[src/rtl/guard_timer_pkg.sv]
`timescale 1ns/1ps
package guard_timer_pkg;

  localparam int TAP_W = 3;
  localparam int NTAP  = 1 << TAP_W;

  typedef enum logic [1:0] {
    GT_IVL_A  = 2'b00,
    GT_IVL_B  = 2'b01,
    GT_WD_NMI = 2'b10,
    GT_WD_RST = 2'b11
  } gt_mode_e;

  typedef struct packed {
    logic             run;
    gt_mode_e         mode;
    logic [TAP_W-1:0] tap;
  } gt_cfg_t;

  // Tap index to division exponent: the top tap skips one power of two.
  function automatic int gt_tap_shift(input int sel, input int ntap);
    if (sel == ntap - 1) return sel + 1;
    return sel;
  endfunction

endpackage

[src/rtl/guard_cfg.sv]
`timescale 1ns/1ps
module guard_cfg
  import guard_timer_pkg::*;
(
  input  logic    clk,
  input  logic    rst_n,
  input  logic    wr_en,
  input  gt_cfg_t wr_cfg,
  output gt_cfg_t cfg,
  output logic    locked,
  output logic    accept
);

  gt_cfg_t cfg_q, cfg_d;
  logic    lock_q, lock_d;

  always_comb begin
    accept = wr_en & ~lock_q;
    cfg_d  = cfg_q;
    lock_d = lock_q;
    if (accept) begin
      cfg_d  = wr_cfg;
      lock_d = wr_cfg.mode[1];
    end
  end

  always_ff @(posedge clk or negedge rst_n) begin
    if (!rst_n) begin
      cfg_q  <= '{run: 1'b0, mode: GT_IVL_A, tap: '0};
      lock_q <= 1'b0;
    end else begin
      cfg_q  <= cfg_d;
      lock_q <= lock_d;
    end
  end

  assign cfg    = cfg_q;
  assign locked = lock_q;

endmodule

[src/rtl/guard_prescaler.sv]
`timescale 1ns/1ps
module guard_prescaler
  import guard_timer_pkg::*;
#(
  parameter int PRE_W = 8
) (
  input  logic             clk,
  input  logic             rst_n,
  input  logic             tick,
  input  logic             run,
  input  logic             clear,
  input  logic [TAP_W-1:0] tap,
  output logic             step
);

  logic [PRE_W-1:0] pre_q, pre_d;
  logic [NTAP-1:0]  tap_hit;
  logic             advance;

  // One full-phase detector per tap.
  for (genvar t = 0; t < NTAP; t++) begin : g_tap
    localparam int               SH  = gt_tap_shift(t, NTAP);
    localparam logic [PRE_W-1:0] MSK = PRE_W'((64'd1 << SH) - 64'd1);
    assign tap_hit[t] = ((pre_q & MSK) == MSK);
  end

  always_comb begin
    advance = run & tick;
    step    = advance & tap_hit[tap];
    if (clear)        pre_d = '0;
    else if (advance) pre_d = pre_q + 1'b1;
    else              pre_d = pre_q;
  end

  always_ff @(posedge clk or negedge rst_n) begin
    if (!rst_n) pre_q <= '0;
    else        pre_q <= pre_d;
  end

endmodule

[src/rtl/guard_counter.sv]
`timescale 1ns/1ps
module guard_counter #(
  parameter int CNT_W = 8
) (
  input  logic             clk,
  input  logic             rst_n,
  input  logic             step,
  input  logic             clear,
  output logic [CNT_W-1:0] cnt,
  output logic             wrap
);

  logic [CNT_W-1:0] cnt_q, cnt_d;
  logic             live;

  always_comb begin
    live = step & ~clear;
    wrap = live & (&cnt_q);
    if (clear)     cnt_d = '0;
    else if (live) cnt_d = cnt_q + 1'b1;
    else           cnt_d = cnt_q;
  end

  always_ff @(posedge clk or negedge rst_n) begin
    if (!rst_n) cnt_q <= '0;
    else        cnt_q <= cnt_d;
  end

  assign cnt = cnt_q;

endmodule

[src/rtl/guard_action.sv]
`timescale 1ns/1ps
module guard_action
  import guard_timer_pkg::*;
#(
  parameter int RST_HOLD = 4
) (
  input  logic     clk,
  input  logic     rst_n,
  input  logic     wrap,
  input  gt_mode_e mode,
  output logic     ovf,
  output logic     int_req,
  output logic     nmi_req,
  output logic     rst_req
);

  localparam int HW = $clog2(RST_HOLD + 1);

  logic          ovf_q, int_q, nmi_q, rst_q;
  logic          ovf_d, int_d, nmi_d, rst_d;
  logic [HW-1:0] hold_q, hold_d;

  always_comb begin
    ovf_d = wrap;
    int_d = wrap & ~mode[1];
    nmi_d = wrap & (mode == GT_WD_NMI);
    if (wrap && mode == GT_WD_RST) hold_d = HW'(RST_HOLD);
    else if (hold_q != '0)         hold_d = hold_q - 1'b1;
    else                           hold_d = '0;
    rst_d = (hold_d != '0);
  end

  always_ff @(posedge clk or negedge rst_n) begin
    if (!rst_n) begin
      ovf_q  <= 1'b0;
      int_q  <= 1'b0;
      nmi_q  <= 1'b0;
      rst_q  <= 1'b0;
      hold_q <= '0;
    end else begin
      ovf_q  <= ovf_d;
      int_q  <= int_d;
      nmi_q  <= nmi_d;
      rst_q  <= rst_d;
      hold_q <= hold_d;
    end
  end

  assign ovf     = ovf_q;
  assign int_req = int_q;
  assign nmi_req = nmi_q;
  assign rst_req = rst_q;

endmodule

[src/rtl/guard_timer.sv]
`timescale 1ns/1ps
module guard_timer
  import guard_timer_pkg::*;
#(
  parameter int CNT_W    = 8,
  parameter int PRE_W    = 8,
  parameter int RST_HOLD = 4
) (
  input  logic       clk,
  input  logic       rst_n,
  input  logic       tick_in,
  input  logic       kick,
  input  logic       cfg_we,
  input  logic       cfg_run,
  input  logic [1:0] cfg_mode,
  input  logic [2:0] cfg_tap,
  output logic       ovf,
  output logic       int_req,
  output logic       nmi_req,
  output logic       rst_req
);

  logic [1:0]       sync_q;
  logic             core_rst_n;
  gt_cfg_t          wr_cfg, cfg_q;
  logic             lock_q, accept;
  logic             clear, step, wrap;
  logic [CNT_W-1:0] cnt_q;
  logic [1:0]       mode_cur;

  // Asynchronous assertion, synchronous release.
  always_ff @(posedge clk or negedge rst_n) begin
    if (!rst_n) sync_q <= 2'b00;
    else        sync_q <= {sync_q[0], 1'b1};
  end
  assign core_rst_n = sync_q[1];

  assign wr_cfg   = '{run: cfg_run, mode: gt_mode_e'(cfg_mode), tap: cfg_tap};
  assign clear    = kick | accept | rst_req;
  assign mode_cur = cfg_q.mode;

  guard_cfg u_cfg (
    .clk    (clk),
    .rst_n  (core_rst_n),
    .wr_en  (cfg_we),
    .wr_cfg (wr_cfg),
    .cfg    (cfg_q),
    .locked (lock_q),
    .accept (accept)
  );

  guard_prescaler #(.PRE_W(PRE_W)) u_pre (
    .clk   (clk),
    .rst_n (core_rst_n),
    .tick  (tick_in),
    .run   (cfg_q.run),
    .clear (clear),
    .tap   (cfg_q.tap),
    .step  (step)
  );

  guard_counter #(.CNT_W(CNT_W)) u_cnt (
    .clk   (clk),
    .rst_n (core_rst_n),
    .step  (step),
    .clear (clear),
    .cnt   (cnt_q),
    .wrap  (wrap)
  );

  guard_action #(.RST_HOLD(RST_HOLD)) u_act (
    .clk     (clk),
    .rst_n   (core_rst_n),
    .wrap    (wrap),
    .mode    (cfg_q.mode),
    .ovf     (ovf),
    .int_req (int_req),
    .nmi_req (nmi_req),
    .rst_req (rst_req)
  );

endmodule

[config.mk]
export PLATFORM = sky130hd
export DESIGN_NAME = guard_timer
export DESIGN_NICKNAME = d
export VERILOG_FILES = /design/src/rtl/guard_timer_pkg.sv /design/src/rtl/guard_cfg.sv /design/src/rtl/guard_prescaler.sv /design/src/rtl/guard_counter.sv /design/src/rtl/guard_action.sv /design/src/rtl/guard_timer.sv
export SDC_FILE = /design/constraint.sdc
export NUM_CORES = 1
export LEC_CHECK = 0
export BUFFER_PORTS_ARGS = -buffer_cell sky130_fd_sc_hd__clkbuf_2
export CORE_ASPECT_RATIO = 1.25
export CORE_MARGIN = 2
export CORE_UTILIZATION = 33
export CTS_CLUSTER_DIAMETER = 150
export DETAILED_ROUTE_END_ITERATION = 10
export SYNTH_ARGS = -nofsm -noshare
export SYNTH_HDL_FRONTEND = slang
export SYNTH_HIERARCHICAL = 1
export SYNTH_SLANG_ARGS = --single-unit
[constraint.sdc]
create_clock -name clk -period 1 [get_ports clk]
set_input_delay 0.15 -clock clk [delete_from_list [all_inputs] [get_ports clk]]
set_output_delay 0.15 -clock clk [all_outputs]
set_load 0.05 [all_outputs]
# Word-level counts from Yosys, hierarchy flattened
# Cells that the tools add are included.
# word_totals
wordCells	50
output_inout_bits	4
inputBits	11
regBits	32
# op_classes
n_mux	8
order_cmp	1
n_bitwise	12
add_sub_neg	3
reduce_logical	6
eq_ne	8
# ops
op	count
8-bit two-way mux	4
8-bit by 1-bit adder with 8-bit output (second input constant)	2
8-bit == test (second input constant)	1
8-bit AND reduction	1
1-bit bitwise AND	7
2-bit == test (second input constant)	3
6-bit == test (second input constant)	1
3-bit two-way mux	2
3-bit nonzero test	2
5-bit == test (second input constant)	1
4-bit == test (second input constant)	1
3-bit by 4-bit < comparator with 1-bit output (second input constant)	1
2-bit nonzero test	2
1-bit binary-select mux with 3-bit select	1
3-bit == test (second input constant)	1
1-bit NOT	3
3-bit by 1-bit subtractor with 3-bit output (second input constant)	1
1-bit OR	2
1-bit logical AND	1
1-bit two-way mux	1

# Depth between registers and ports, before layout
# Gate-level depths: netlist of the first run.
# logic_depth
depth_word	10
ltp_mapped	12
mapped_depth_nobuf	11

# By module
# The synthesis of the first run kept the hierarchy.
# by_module_without_submodules
module	area_per_inst_um2	cells_per_inst	seq_area_each_um2	instances
guard_prescaler	481.7	52	200.2	1
guard_counter	402.9	39	200.2	1
guard_action	282.8	24	175.2	1
guard_cfg	266.5	15	150.1	1
guard_timer	60.1	4	50.0	1

# Least setup slack after synthesis of the first run
# No wires, ideal clock.
# synth_timing
path_kind	register -> register
startpoint	reg u_pre.pre_q[0]
endpoint	reg u_act.rst_q (netlist: u_act/rst_req)
slack_ps	-1319
path_stages_with_launch	13
t_required_ps	868
setup_time_ps	132
synth_period_minus_slack_ps	2319
t_arrival_ps	2188
path_buffers	1
path_cell_list	dfrtp_1 > ha_1 > nand3_1 > inv_1 > ha_1 > nand3b_1 > a31oi_1 > buf_4 > nand3_2 > nor4_1 > and3_4 > or2_4 > or3b_1
# synth_between
elab_chain_cells	9
elab_cells_between_ends	14
classes_between	eq/ne: 6; mux: 3; bitwise: 3; reduce/logical: 2
# synth_lines
element	line	text
start, declared	guard_prescaler.sv:16	logic [PRE_W-1:0] pre_q, pre_d;
start signal, assigned	guard_prescaler.sv:37	else pre_q <= pre_d;
8-bit == test, or another cell as far along	guard_prescaler.sv:24	assign tap_hit[t] = ((pre_q & MSK) == MSK);
1-bit binary-select mux with 3-bit select *	guard_prescaler.sv:29	step = advance & tap_hit[tap];
1-bit two-way mux (not written as such) *	guard_prescaler.sv:29	
1-bit bitwise AND *	guard_prescaler.sv:29	
named net step	guard_timer.sv:27	logic clear, step, wrap;
1-bit bitwise AND *	guard_counter.sv:17	live = step & ~clear;
1-bit bitwise AND *	guard_counter.sv:18	wrap = live & (&cnt_q);
named net wrap	guard_timer.sv:27	
1-bit logical AND *	guard_action.sv:27	if (wrap && mode == GT_WD_RST) hold_d = HW'(RST_HOLD);
3-bit two-way mux *	guard_action.sv:27	
named net u_act.hold_d[2]	guard_action.sv:21	logic [HW-1:0] hold_q, hold_d;
3-bit nonzero test *	guard_action.sv:30	rst_d = (hold_d != '0);
named net u_act.rst_d	guard_action.sv:20	logic ovf_d, int_d, nmi_d, rst_d;
end signal, assigned	guard_action.sv:44	rst_q <= rst_d;
end, declared	guard_action.sv:19	logic ovf_q, int_q, nmi_q, rst_q;
# The timed path passes the listed nets; every way through them passes the cells marked *. The select of a mux whose other input is x is not followed.
# A chain may end at the register's enable or synchronous reset.

# Worst setup path in the final report of the first run
# Ends and elaborated chain as after synthesis.

==> results of run 1 <==
[sequential cells by signal (all words and copies together), names as in the netlist]
name,flops
sync_q,2
u_act/hold_q,3
u_act/int_req,1
u_act/nmi_req,1
u_act/ovf,1
u_act/rst_req,1
u_cfg/cfg,6
u_cnt/cnt,8
u_pre/pre_q,8
[layout make-up]
type | instances | area [µm²]
sequential | 31 | 780.7
tap | 58 | 72.57
clock buffer | 7 | 76.32
fill | 367 | 1978
inverter | 7 | 26.28
multi-input combinational | 91 | 869.6
clock inverter | 1 | 5.005
timing repair buffer | 66 | 583.1
[worst max-delay path, cell delays in order, from the launching register on]
cell and delay [ps]:
sky130_fd_sc_hd__dfrtp_2 440, sky130_fd_sc_hd__ha_1 220, sky130_fd_sc_hd__nor3b_1 290, sky130_fd_sc_hd__a311o_1 230
sky130_fd_sc_hd__a31oi_4 60, sky130_fd_sc_hd__nand3_4 90, sky130_fd_sc_hd__nor4_4 50, sky130_fd_sc_hd__and3_4 160
sky130_fd_sc_hd__or2_4 230, sky130_fd_sc_hd__or3b_1 360
[final timing paths]
check                               start            end  slack [ps]  cells past startpoint
min in group asynchronous           rst_n      sync_q[0]         190                      2
hold reg to reg                 sync_q[1]   u_cnt/cnt[0]         220                      1
setup reg to reg           u_pre/pre_q[0]  u_act/rst_req       -1270                      9
max in group asynchronous       sync_q[1]   u_cfg/cfg[1]         610                      1
hold / removal                cfg_mode[1]   u_cfg/cfg[4]          80                      2
setup / recovery           u_pre/pre_q[0]  u_act/rst_req       -1270                      9
[power groups by stage]
| stage | registers, mW | clock network (mW) | logic [mW] |
|---|---|---|---|
| after detailed placement | 1.41 | 0 | 0.412 |
| after floorplan | 1.42 | 0 | 0.171 |
| after CTS | 1.39 | 0.940 | 0.483 |
| after global routing | 1.41 | 1.02 | 0.556 |
| after global placement | 1.40 | 0 | 0.401 |
| final | 1.40 | 0.928 | 0.526 |
[metal layers]
metal | track usage, % | vias to the layer above
met4 | 7.021 | 0
li1 | - | 605
met5 | 0 | -
met1 | 17.59 | 651
met3 | 4.249 | 5
met2 | 28.85 | 24
[repair_timing]
item / 4_1_cts / 5_1_grt
gates cloned: 1 / 0
endpoints found under the hold margin: 2 / 0
hold buffers: 1 / 0
resized for setup: 34 / 33
pin swaps: 9 / 10
buffers inserted: 6 / 8
endpoints found under the setup margin: 32 / 31
[cell usage in the layout, fill, tap and decap left out, types with 3 or more instances in the layout]
cell / Yosys / routed
sky130_fd_sc_hd__ha_1: 6 / 4
sky130_fd_sc_hd__nand3_1: 7 / 4
sky130_fd_sc_hd__nor2_4: 0 / 3
sky130_fd_sc_hd__clkbuf_2: 0 / 10
sky130_fd_sc_hd__a21oi_1: 11 / 4
sky130_fd_sc_hd__buf_6: 1 / 11
sky130_fd_sc_hd__nand3_4: 0 / 3
sky130_fd_sc_hd__inv_1: 7 / 5
sky130_fd_sc_hd__or4_4: 0 / 3
sky130_fd_sc_hd__xor2_1: 4 / 4
sky130_fd_sc_hd__dfrtp_2: 0 / 4
sky130_fd_sc_hd__nand2_1: 10 / 7
sky130_fd_sc_hd__o21ai_0: 4 / 4
sky130_fd_sc_hd__mux2_4: 5 / 5
sky130_fd_sc_hd__buf_4: 2 / 39
sky130_fd_sc_hd__a21oi_2: 0 / 7
sky130_fd_sc_hd__dfrtp_1: 31 / 27
sky130_fd_sc_hd__nor2_1: 9 / 6
sky130_fd_sc_hd__clkbuf_8: 0 / 6
sky130_fd_sc_hd__or3_4: 0 / 3
[metrics by stage]
stage	area (µm²)	power (mW)
after global routing	2414	2.986
final	2414	2.853
after floorplan	1549	1.594
after CTS	2273	2.810
after global placement	1971	1.802
after detailed placement	1971	1.818
[logic make-up after synthesis]
family / count (synthesis) / synth area share [%]
adder cells (fa/ha/maj): 6 / 5.025
flip-flops: 31 / 51.93
other: 1 / 0.2510
AO/OA/AOI/OAI: 22 / 8.878
AND/OR/NAND/NOR: 49 / 20.02
buffers and inverters: 12 / 4.020
XOR/XNOR: 6 / 3.518
multiplexers: 7 / 6.365
==> metrics.log, run 1 <==
INFO  metric ir_worst_vdd = 0.7125 mV
INFO  metric port_buffers = 14
INFO  metric layout_setup_ws = -1268 ps
INFO  metric dp.final_hpwl = ~2600 µm
INFO  metric finalWeightedCongestion = 0.7878
INFO  metric die_area = a little over 5000 µm²
INFO  metric net-switching-power = 0.7423 mW
INFO  metric grt_pass1_wl = 6244 µm
INFO  metric holdWs = between 80 and 90 ps
INFO  metric met3_length = 114 µm
INFO  metric met2_wirelength = 2207 µm
INFO  metric endpoint_kind = flop
INFO  metric asyncSetResetFlopFracSynth = 100.0%
INFO  metric final_min_period_over_clock_period = 226.8%
INFO  metric outcome = finished, violations left
INFO  metric failed_checks = setup timing
INFO  metric io_pins = 15
INFO  metric yosys.area.top_type_share = 51.93%
INFO  metric crit_path_max_fanout = 4
INFO  metric synth-seq-cells = 31
INFO  metric nNetsFinal = 219
INFO  metric skew = 5.003 ps
INFO  metric report.final.hold_viol_count = 0
INFO  metric clock_tree.htree_level_count = 2
INFO  metric min-delay-path-class = in -> reg
INFO  metric layout.cells.non_filler = ~260
INFO  metric first_iter_violations = 36
INFO  metric vias = ~1300
INFO  metric maxUsedRoutingLayer = met4
INFO  metric powerDensity = 1182 nW/µm²
INFO  metric power.internal = 2.111 mW
INFO  metric final-setup-viol-count = 29
INFO  metric grt_max_degree = 30
INFO  metric power.leakage = around 1.1 nW
INFO  metric n_antenna_cell = 0
INFO  metric number_of_global_route_vias_before_repair = around 1400
INFO  metric rsz0062_at_grt = yes
INFO  metric timing.critical_path.arrival = 2420 ps
INFO  metric max_clock_freq = 441.0 MHz
INFO  metric clock_latency = approximately 280 ps
INFO  metric average_wire_per_cell_in_the_routed_design = 15.23 µm
INFO  metric final_period_minus_worst_setup_slack = roughly 2300 ps
INFO  metric post_route_cells_drive_above_1_share = 58.13%
INFO  metric yosys_most_used_dff = sky130_fd_sc_hd__dfrtp_1
INFO  metric cts.clk_slew.worst_paths = 60 ps
INFO  metric cts_buffer_depth = 2
INFO  metric synth_commonest_cells = sky130_fd_sc_hd__dfrtp_1 (31), sky130_fd_sc_hd__a21oi_1 (11), sky130_fd_sc_hd__nand2_1 (10)
INFO  metric post_synth_edffs = 0
INFO  metric drtPass1Iterations = 4
INFO  metric global_route.usage.total = 16.05%
INFO  metric final.setup.tns = -18130 ps
INFO  metric drt-vias-per-instance = 4.923
INFO  metric syn-instance-count = between 100 and 150
INFO  metric core_area = around 4400 µm²
INFO  metric globalRouteOverflowTotal = 0
INFO  metric share_clk_of_total_power = 32.5%
INFO  metric max_cap_viol_count = 0
INFO  metric power_switching_share = between 20% and 30%
INFO  metric p_seq_share = 49.1%
INFO  metric post-route-util = a little over half
INFO  metric floorplan.rows = 27
INFO  metric met1Wirelength = 1607 µm
INFO  metric cts_num_sinks = 31
INFO  metric die_width = 64.18 µm
INFO  metric tritoncts.num_buffers = 5
INFO  metric yosysMostFrequentCell = sky130_fd_sc_hd__dfrtp_1
INFO  metric yosysWarnings = 6
INFO  metric slew_viol_final = 0
INFO  metric syn-num-nets = 151
INFO  metric start_util = 34.02%
INFO  metric die_height = 79.23 µm
INFO  metric synthTopCellsByArea = sky130_fd_sc_hd__dfrtp_1 (52%), sky130_fd_sc_hd__ha_1 (5.0%), sky130_fd_sc_hd__mux2_4 (5.0%)
INFO  metric synthToLayoutAreaGrowth = 61.56%
INFO  metric synth_seq_area_share = 51.93%
INFO  metric synth.lib_cells_used.distinct = 39
INFO  metric antenna_found_initial = 0
INFO  metric worstSetupStartpointType = flop
INFO  metric ant_nets = 0
INFO  metric worst-endpoint-required = 1150 ps
INFO  metric dp.cells = 242
INFO  metric routed_wirelength = 3975 µm
INFO  metric dp_worst_setup_slack = -1211 ps
INFO  metric post-route-drc-count = 0
INFO  metric syn_avg_cell_area = 11.15 µm²
INFO  metric area_of_the_mapped_netlist = about 1500 µm²
INFO  metric ctsRootBufferMaster = sky130_fd_sc_hd__clkbuf_8
INFO  metric synth_top_cell_by_area = sky130_fd_sc_hd__dfrtp_1
INFO  metric crit_type = reg -> reg
INFO  metric power.combinational.fraction = between 10% and 20%
INFO  metric cts_tree = built
Power figures use the tool's default switching activity.
==> run 2: changes to the inputs <==
- HOLD_SLACK_MARGIN: unset -> 0.02
- SETUP_SLACK_MARGIN: unset -> 0.4
==> run 2 against run 1 <==
The run still ends with setup timing left. Register-to-register slack improved by 20 ps. Non-clock buffer count shrank 5. Sequential share of layout area up 1.5 points. Fmax increased by 0.91%. Setup slack better by 20 ps. Clock-buffer cell count unchanged. Utilization shrank 2.5 points. Clock power increased by 2.3%. First-iteration DRC count rose by 47%. Design area decreased by 4.6%. Wire length is 7.7% lower. Clock skew barely moved. Largest cell class unchanged. Highest routed layer unchanged.
==> metrics.log, run 2 (synthesis gave the netlist of run 1 again) <==
INFO  metric clock_tree.htree_level_count = 2 (unchanged)
INFO  metric cts_buffer_depth = 2 (unchanged)
INFO  metric multi_input_area = 802.0 µm² (-7.8%)
INFO  metric most-common-layout-cells = sky130_fd_sc_hd__buf_4 (37), sky130_fd_sc_hd__dfrtp_1 (27), sky130_fd_sc_hd__clkbuf_2 (10), sky130_fd_sc_hd__nand2_1 (10)
INFO  metric routed_wirelength = 3669 µm (-7.7%)
INFO  metric ir_worst_vdd = 1.070 mV (+50%)
INFO  metric sequential_cell_area = 780.7 µm² (unchanged)
INFO  metric slew_viol_final = 0 (unchanged)
INFO  metric cts_tree = built
INFO  metric number_of_global_route_vias_before_repair = 1363 (-0.87%)
INFO  metric final.setup.tns = -19250 ps (-1115 ps)
INFO  metric cp_slowest_cell = sky130_fd_sc_hd__dfrtp_1
INFO  metric worstPathBufferInverterCount = 3 (+3)
INFO  metric grt_max_degree = 30 (unchanged)
INFO  metric drtPass1Iterations = 4 (unchanged)
INFO  metric clock_latency = 280 ps (about the same)
INFO  metric max_clock_freq = 445.0 MHz (+0.91%)
INFO  metric crit_path_cell_trace = ha_2 -> nand3_2 -> a221o_1 -> a31oi_1 -> buf_4 -> nand3_4 -> buf_4 -> buf_6 -> or3_1 -> a21oi_1
INFO  metric powerDensity = 1202 nW/µm² (+1.7%)
INFO  metric rsz0062_at_grt = yes
INFO  metric ctsRootBufferMaster = sky130_fd_sc_hd__clkbuf_8
INFO  metric final_period_minus_worst_setup_slack = 2247 ps (-20.36 ps)
INFO  metric floorplan.rows = 27 (unchanged)
INFO  metric fin_area = 2303 µm² (-4.6%)
INFO  metric nNetsFinal = 214 (-2.3%)
INFO  metric crit_path_max_fanout = 4 (unchanged)
INFO  metric antenna_found_initial = 0 (unchanged)
INFO  metric post_route_cells_drive_above_1_share = 54.55% (-3.6 points)
INFO  metric cts.clk_slew.worst_paths = 60 ps (about the same)
INFO  metric failed_checks = setup timing
INFO  metric die_area = 5085 µm² (unchanged)
INFO  metric grt_pass1_wl = 6196 µm (-0.77%)
INFO  metric power.leakage = 1.044 nW (-3.0%)
INFO  metric critPathTopFamily = compound AO/OA/AOI/OAI gates
INFO  metric crit_type = reg -> reg
INFO  metric first_iter_violations = 53 (+47%)
INFO  metric die_height = 79.23 µm (unchanged)
INFO  metric dp_worst_setup_slack = -1164 ps (+47.30 ps)
INFO  metric dpl_cell_area = 1968 µm² (-0.13%)
INFO  metric die_width = 64.18 µm (unchanged)
INFO  metric cts_num_sinks = 31 (unchanged)
INFO  metric finalWeightedCongestion = 0.8182 (+3.9%)
INFO  metric worst-endpoint-required = 1210 ps (+60 ps)
INFO  metric tritoncts.num_buffers = 5 (unchanged)
INFO  metric crit_path_frequent_cell = sky130_fd_sc_hd__buf_4
INFO  metric worstSetupStartpointType = flop
INFO  metric global_route.usage.total = 15.96% (-0.088 points)
INFO  metric timing.critical_path.arrival = 2460 ps (+40 ps)
INFO  metric post-route-drc-count = 0 (unchanged)
INFO  metric average_wire_per_cell_in_the_routed_design = 14.33 µm (-5.9%)
INFO  metric final_min_period_over_clock_period = 224.7% (-2.0 points)
INFO  metric skew = 4.512 ps (-0.4914 ps)
INFO  metric synthToLayoutAreaGrowth = 54.19%
INFO  metric outcome = finished, violations left
INFO  metric report.final.hold_viol_count = 0 (unchanged)
INFO  metric min-delay-path-class = in -> reg
INFO  metric ant_nets = 0 (unchanged)
INFO  metric final-setup-viol-count = 29 (unchanged)
INFO  metric power = 2.768 mW (-3.0%)
INFO  metric drt-vias-per-instance = 4.762 (-3.3%)
INFO  metric globalRouteOverflowTotal = 0 (unchanged)
INFO  metric cp_slowest_stage_delay = 410 ps (-30 ps)
INFO  metric vias = 1219 (-5.1%)
INFO  metric io_pins = 15 (unchanged)
INFO  metric layout_setup_ws = -1247 ps (+20.36 ps)
INFO  metric start_util = 34.02% (unchanged)
INFO  metric holdWs = 77.19 ps (-6.627 ps)
INFO  metric endpoint_kind = flop
INFO  metric fill_cells = 380 (+3.5%)
INFO  metric layout_commonest_cell = sky130_fd_sc_hd__buf_4
INFO  metric max_cap_viol_count = 0 (unchanged)
INFO  metric core_area = 4392 µm² (unchanged)
INFO  metric dp.final_hpwl = 2518 µm (-1.6%)
INFO  metric n_antenna_cell = 0 (unchanged)
INFO  metric port_buffers = 14 (unchanged)
## run 2: through the flow
stage / util [%] / cells
final: 52.45 / 256
after global routing: 52.45 / 256
after detailed placement: 44.81 / 241
after CTS: 50.03 / 251
after floorplan: - / 134
after global placement: 44.81 / 241
## run 2: path summary, 6_finish.rpt
| kind | cells past startpoint | slack (ps) | end | startpoint |
|---|---|---|---|---|
| worst min register to register | 1 | 210 | u_act/nmi_req | sync_q[1] |
| max in group asynchronous | 1 | 620 | u_act/int_req | sync_q[1] |
| worst min-delay path | 2 | 80 | u_cfg/cfg[4] | cfg_mode[1] |
| min in group asynchronous | 2 | 190 | sync_q[1] | rst_n |
| worst max-delay path | 10 | -1250 | u_cnt/cnt[6] | u_pre/pre_q[0] |
| worst max register to register | 10 | -1250 | u_cnt/cnt[6] | u_pre/pre_q[0] |
## run 2: layer usage
layer | vias up | track usage, % | wire [µm]
met2 | 14 | 31.15 | 2081
li1 | 594 | - | -
met1 | 605 | 15.43 | 1424
met3 | 6 | 4.391 | 99
met5 | - | 0 | 0
met4 | 0 | 6.596 | 63
## run 2: what timing repair did
action                     in CTS  in global routing
pin swaps                       6                  5
setup buffers                   1                  4
resized for setup              29                 16
hold endpoints to repair        2                  0
hold buffers                    1                  0
setup endpoints to repair      33                 33
gates cloned                    0                  1
## run 2: layout make-up
| class | count | area share [%] |
|---|---|---|
| timing repair buffer | 61 | 23.47 |
| clock buffer | 7 | 3.313 |
| clock inverter | 1 | 0.2173 |
| inverter | 7 | 1.141 |
| tap | 58 | 3.150 |
| multi-input combinational | 91 | 34.82 |
| sequential | 31 | 33.89 |
## run 2: worst register-to-register path: cells and delay by family (launching register included)
kind,cells,cell delay [ps]
and+or+nand+nor,3,540
adders and majority gates,1,220
buffers and inverters,3,400
AOI/OAI and AO/OA,3,600
DFF,1,410
## run 2: power breakdown
group	leakage, nW	internal [mW]	switching, mW
sequential	0.406	1.32	0.0637
clock	0.0422	0.487	0.461
combinational	0.596	0.243	0.192
==> run 3: changes to the inputs <==
- CORE_UTILIZATION: 33 -> 45
- PLACE_DENSITY: unset -> 0.66
==> run 3 against run 2 <==
The run still ends with setup timing left. Design area grew 3.6%. Fmax increased by 0.44%. Clock-buffer cell count is the same. Sequential share of layout area is 0.96 points lower. Wire length grew 18%. First-iteration DRC count is 70% lower. Worst hold slack improved by 21 ps. Critical path depth did not move.
==> metrics.log, run 3 (synthesis gave the netlist of run 1 again) <==
INFO  metric failed_checks = setup timing
INFO  metric vias = 1323 (+8.5%)
INFO  metric rsz0062_at_grt = yes
INFO  metric synthToLayoutAreaGrowth = 59.72%
INFO  metric drt-vias-per-instance = 5.490 (+15%)
INFO  metric report.final.hold_viol_count = 0 (unchanged)
INFO  metric average_wire_per_cell_in_the_routed_design = 18.01 µm (+26%)
INFO  metric worst-endpoint-required = 1160 ps (-50 ps)
INFO  metric crit_type = reg -> reg
INFO  metric critPathLaunch = u_pre/pre_q[0]
INFO  metric ir_worst_vdd = 1.050 mV (-1.8%)
INFO  metric io_pins = 15 (unchanged)
INFO  metric post-route-drc-count = 0 (unchanged)
INFO  metric slew_viol_final = 0 (unchanged)
INFO  metric layout.cells.non_filler = 241 (-5.9%)
INFO  metric final-setup-viol-count = 32 (+10%)
INFO  metric power = 3.164 mW (+14%)
INFO  metric timing.critical_path.arrival = 2400 ps (-60 ps)
INFO  metric holdWs = 98.07 ps (+20.88 ps)
INFO  metric n_antenna_cell = 0 (unchanged)
INFO  metric final_period_minus_worst_setup_slack = 2237 ps (-9.770 ps)
INFO  metric dp_worst_setup_slack = -1224 ps (-59.71 ps)
INFO  metric outcome = finished, violations left
INFO  metric dp.cells = 220 (-8.7%)
INFO  metric number_of_global_route_vias_before_repair = 1370 (+0.51%)
INFO  metric cp_slowest_cell = sky130_fd_sc_hd__dfrtp_2
INFO  metric die_height = 68.42 µm (-14%)
INFO  metric final_min_period_over_clock_period = 223.7% (-0.98 points)
INFO  metric max_cap_viol_count = 0 (unchanged)
INFO  metric start_util = 46.77% (+13 points)
INFO  metric drtPass1Iterations = 4 (unchanged)
INFO  metric post-route-util = 74.70% (+22 points)
INFO  metric floorplan.rows = 23 (-15%)
INFO  metric port_buffers = 14 (unchanged)
INFO  metric r2r_slack = -1240 ps (about the same)
INFO  metric critical_path.reg2reg.endpoint = u_act/rst_req
INFO  metric max_clock_freq = 447.0 MHz (+0.44%)
INFO  metric dpl_cell_area = 1942 µm² (-1.3%)
INFO  metric cts_buffer_depth = 2 (unchanged)
INFO  metric ctsRootBufferMaster = sky130_fd_sc_hd__clkbuf_8
INFO  metric final.setup.tns = -19110 ps (+135.7 ps)
INFO  metric cts.clk_slew.worst_paths = 70 ps (about the same)
INFO  metric grt_pass1_wl = 6306 µm (+1.8%)
INFO  metric finalWeightedCongestion = 0.8032 (-1.8%)
INFO  metric ant_nets = 0 (unchanged)
INFO  metric fin_area = 2386 µm² (+3.6%)
INFO  metric layout_setup_ws = -1237 ps (+9.770 ps)
INFO  metric clock_latency = 290 ps (about the same)
INFO  metric dp.final_hpwl = 2372 µm (-5.8%)
INFO  metric routed_wirelength = 4341 µm (+18%)
INFO  metric globalRouteOverflowTotal = 0 (unchanged)
INFO  metric crit_path_cell_trace = ha_1 -> nor3b_1 -> a311o_1 -> a31oi_1 -> buf_4 -> nand3_4 -> nor4_4 -> and3_4 -> or2_4 -> or3b_1
INFO  metric worstSetupStartpointType = flop
INFO  metric most-common-layout-cells = sky130_fd_sc_hd__buf_4 (37), sky130_fd_sc_hd__dfrtp_1 (23), sky130_fd_sc_hd__buf_6 (12), sky130_fd_sc_hd__clkbuf_2 (10), sky130_fd_sc_hd__dfrtp_2 (8)
INFO  metric core_area = 3194 µm² (-27%)
INFO  metric clock_tree.htree_level_count = 2 (unchanged)
INFO  metric fill_cells = 170 (-55%)
INFO  metric grt_max_degree = 30 (unchanged)
INFO  metric crit-reg2reg-launch = u_pre/pre_q[0]
INFO  metric min-delay-path-class = in -> reg
INFO  metric endpoint_kind = flop
INFO  metric global_route.usage.total = 22.51% (+6.5 points)
INFO  metric skew = 14.53 ps (+10.02 ps)
INFO  metric cp_slowest_stage_delay = 450 ps (+40 ps)
INFO  metric tritoncts.num_buffers = 5 (unchanged)
INFO  metric powerDensity = 1326 nW/µm² (+10%)
INFO  metric nNetsFinal = 220 (+2.8%)
INFO  metric layout_commonest_cell = sky130_fd_sc_hd__buf_4
INFO  metric cts_tree = built
INFO  metric die_area = 3800 µm² (-25%)
INFO  metric antenna_found_initial = 0 (unchanged)
INFO  metric die_width = 55.54 µm (-13%)
INFO  metric power.leakage = 1.085 nW (+4.0%)
INFO  metric crit_path_max_fanout = 4 (unchanged)
INFO  metric critPathCapture = u_act/rst_req
INFO  metric first_iter_violations = 16 (-70%)
INFO  metric post_route_cells_drive_above_1_share = 57.84% (+3.3 points)
INFO  metric timing.reg2reg.worst_path_depth = 10 (unchanged)
INFO  metric cts_num_sinks = 31 (unchanged)
run 3: area by class of cell:
cell class / instances / area, µm² / area share, %
clock buffers: 7 / 76.32 / 3.199
multi-input cells: 91 / 820.8 / 34.40
repair buffers: 67 / 600.6 / 25.17
flip-flops and latches: 31 / 785.8 / 32.93
clock inverters: 1 / 30.03 / 1.259
inverters: 7 / 26.28 / 1.101
well taps: 37 / 46.29 / 1.940
run 3: how the worst min path moves through the flow:
stage	slack, ps	cells after the start	from	end
2_1_floorplan	-150	0	rst_n	sync_q[0]
3_3_place_gp	-60	1	rst_n	sync_q[0]
3_5_place_dp	-60	1	rst_n	sync_q[0]
4_1_cts	70	2	cfg_mode[1]	u_cfg/cfg[4]
5_1_grt	100	2	cfg_mode[1]	u_cfg/cfg[4]
6_report	100	2	cfg_tap[0]	u_cfg/cfg[0]
run 3: worst max-delay path: cells and delay by family, from the launching register on:
| kind | cells | cell delay (ps) |
|---|---|---|
| DFF | 1 | 450 |
| buffers and inverters | 1 | 150 |
| AOI/OAI and AO/OA | 2 | 210 |
| and+or+nand+nor | 6 | 1110 |
| adders and majority gates | 1 | 210 |
run 3: power breakdown:
group / total, mW / switching, mW / leakage, nW / internal, mW
Sequential: 1.41 / 0.0834 / 0.400 / 1.32
Clock: 1.21 / 0.465 / 0.0524 / 0.745
Combinational: 0.547 / 0.233 / 0.633 / 0.314
run 3: per-layer routing:
layer  GRT usage (%)  vias up  share of wire, %  routed length, µm
met3           4.537       14               3.4                149
li1                -      612                 -                  -
met2           44.35       36                54               2340
met1           22.73      661                40               1721
met5               0        -                 0                  0
met4           10.98        0               3.0                129
run 3: timing repair:
action,4_1_cts,5_1_grt
resized for setup,36,21
cloned,1,0
setup buffers,6,5
endpoints found under the hold margin,2,0
pin swaps,10,10
endpoints found under the setup margin,33,33
hold buffers,1,0
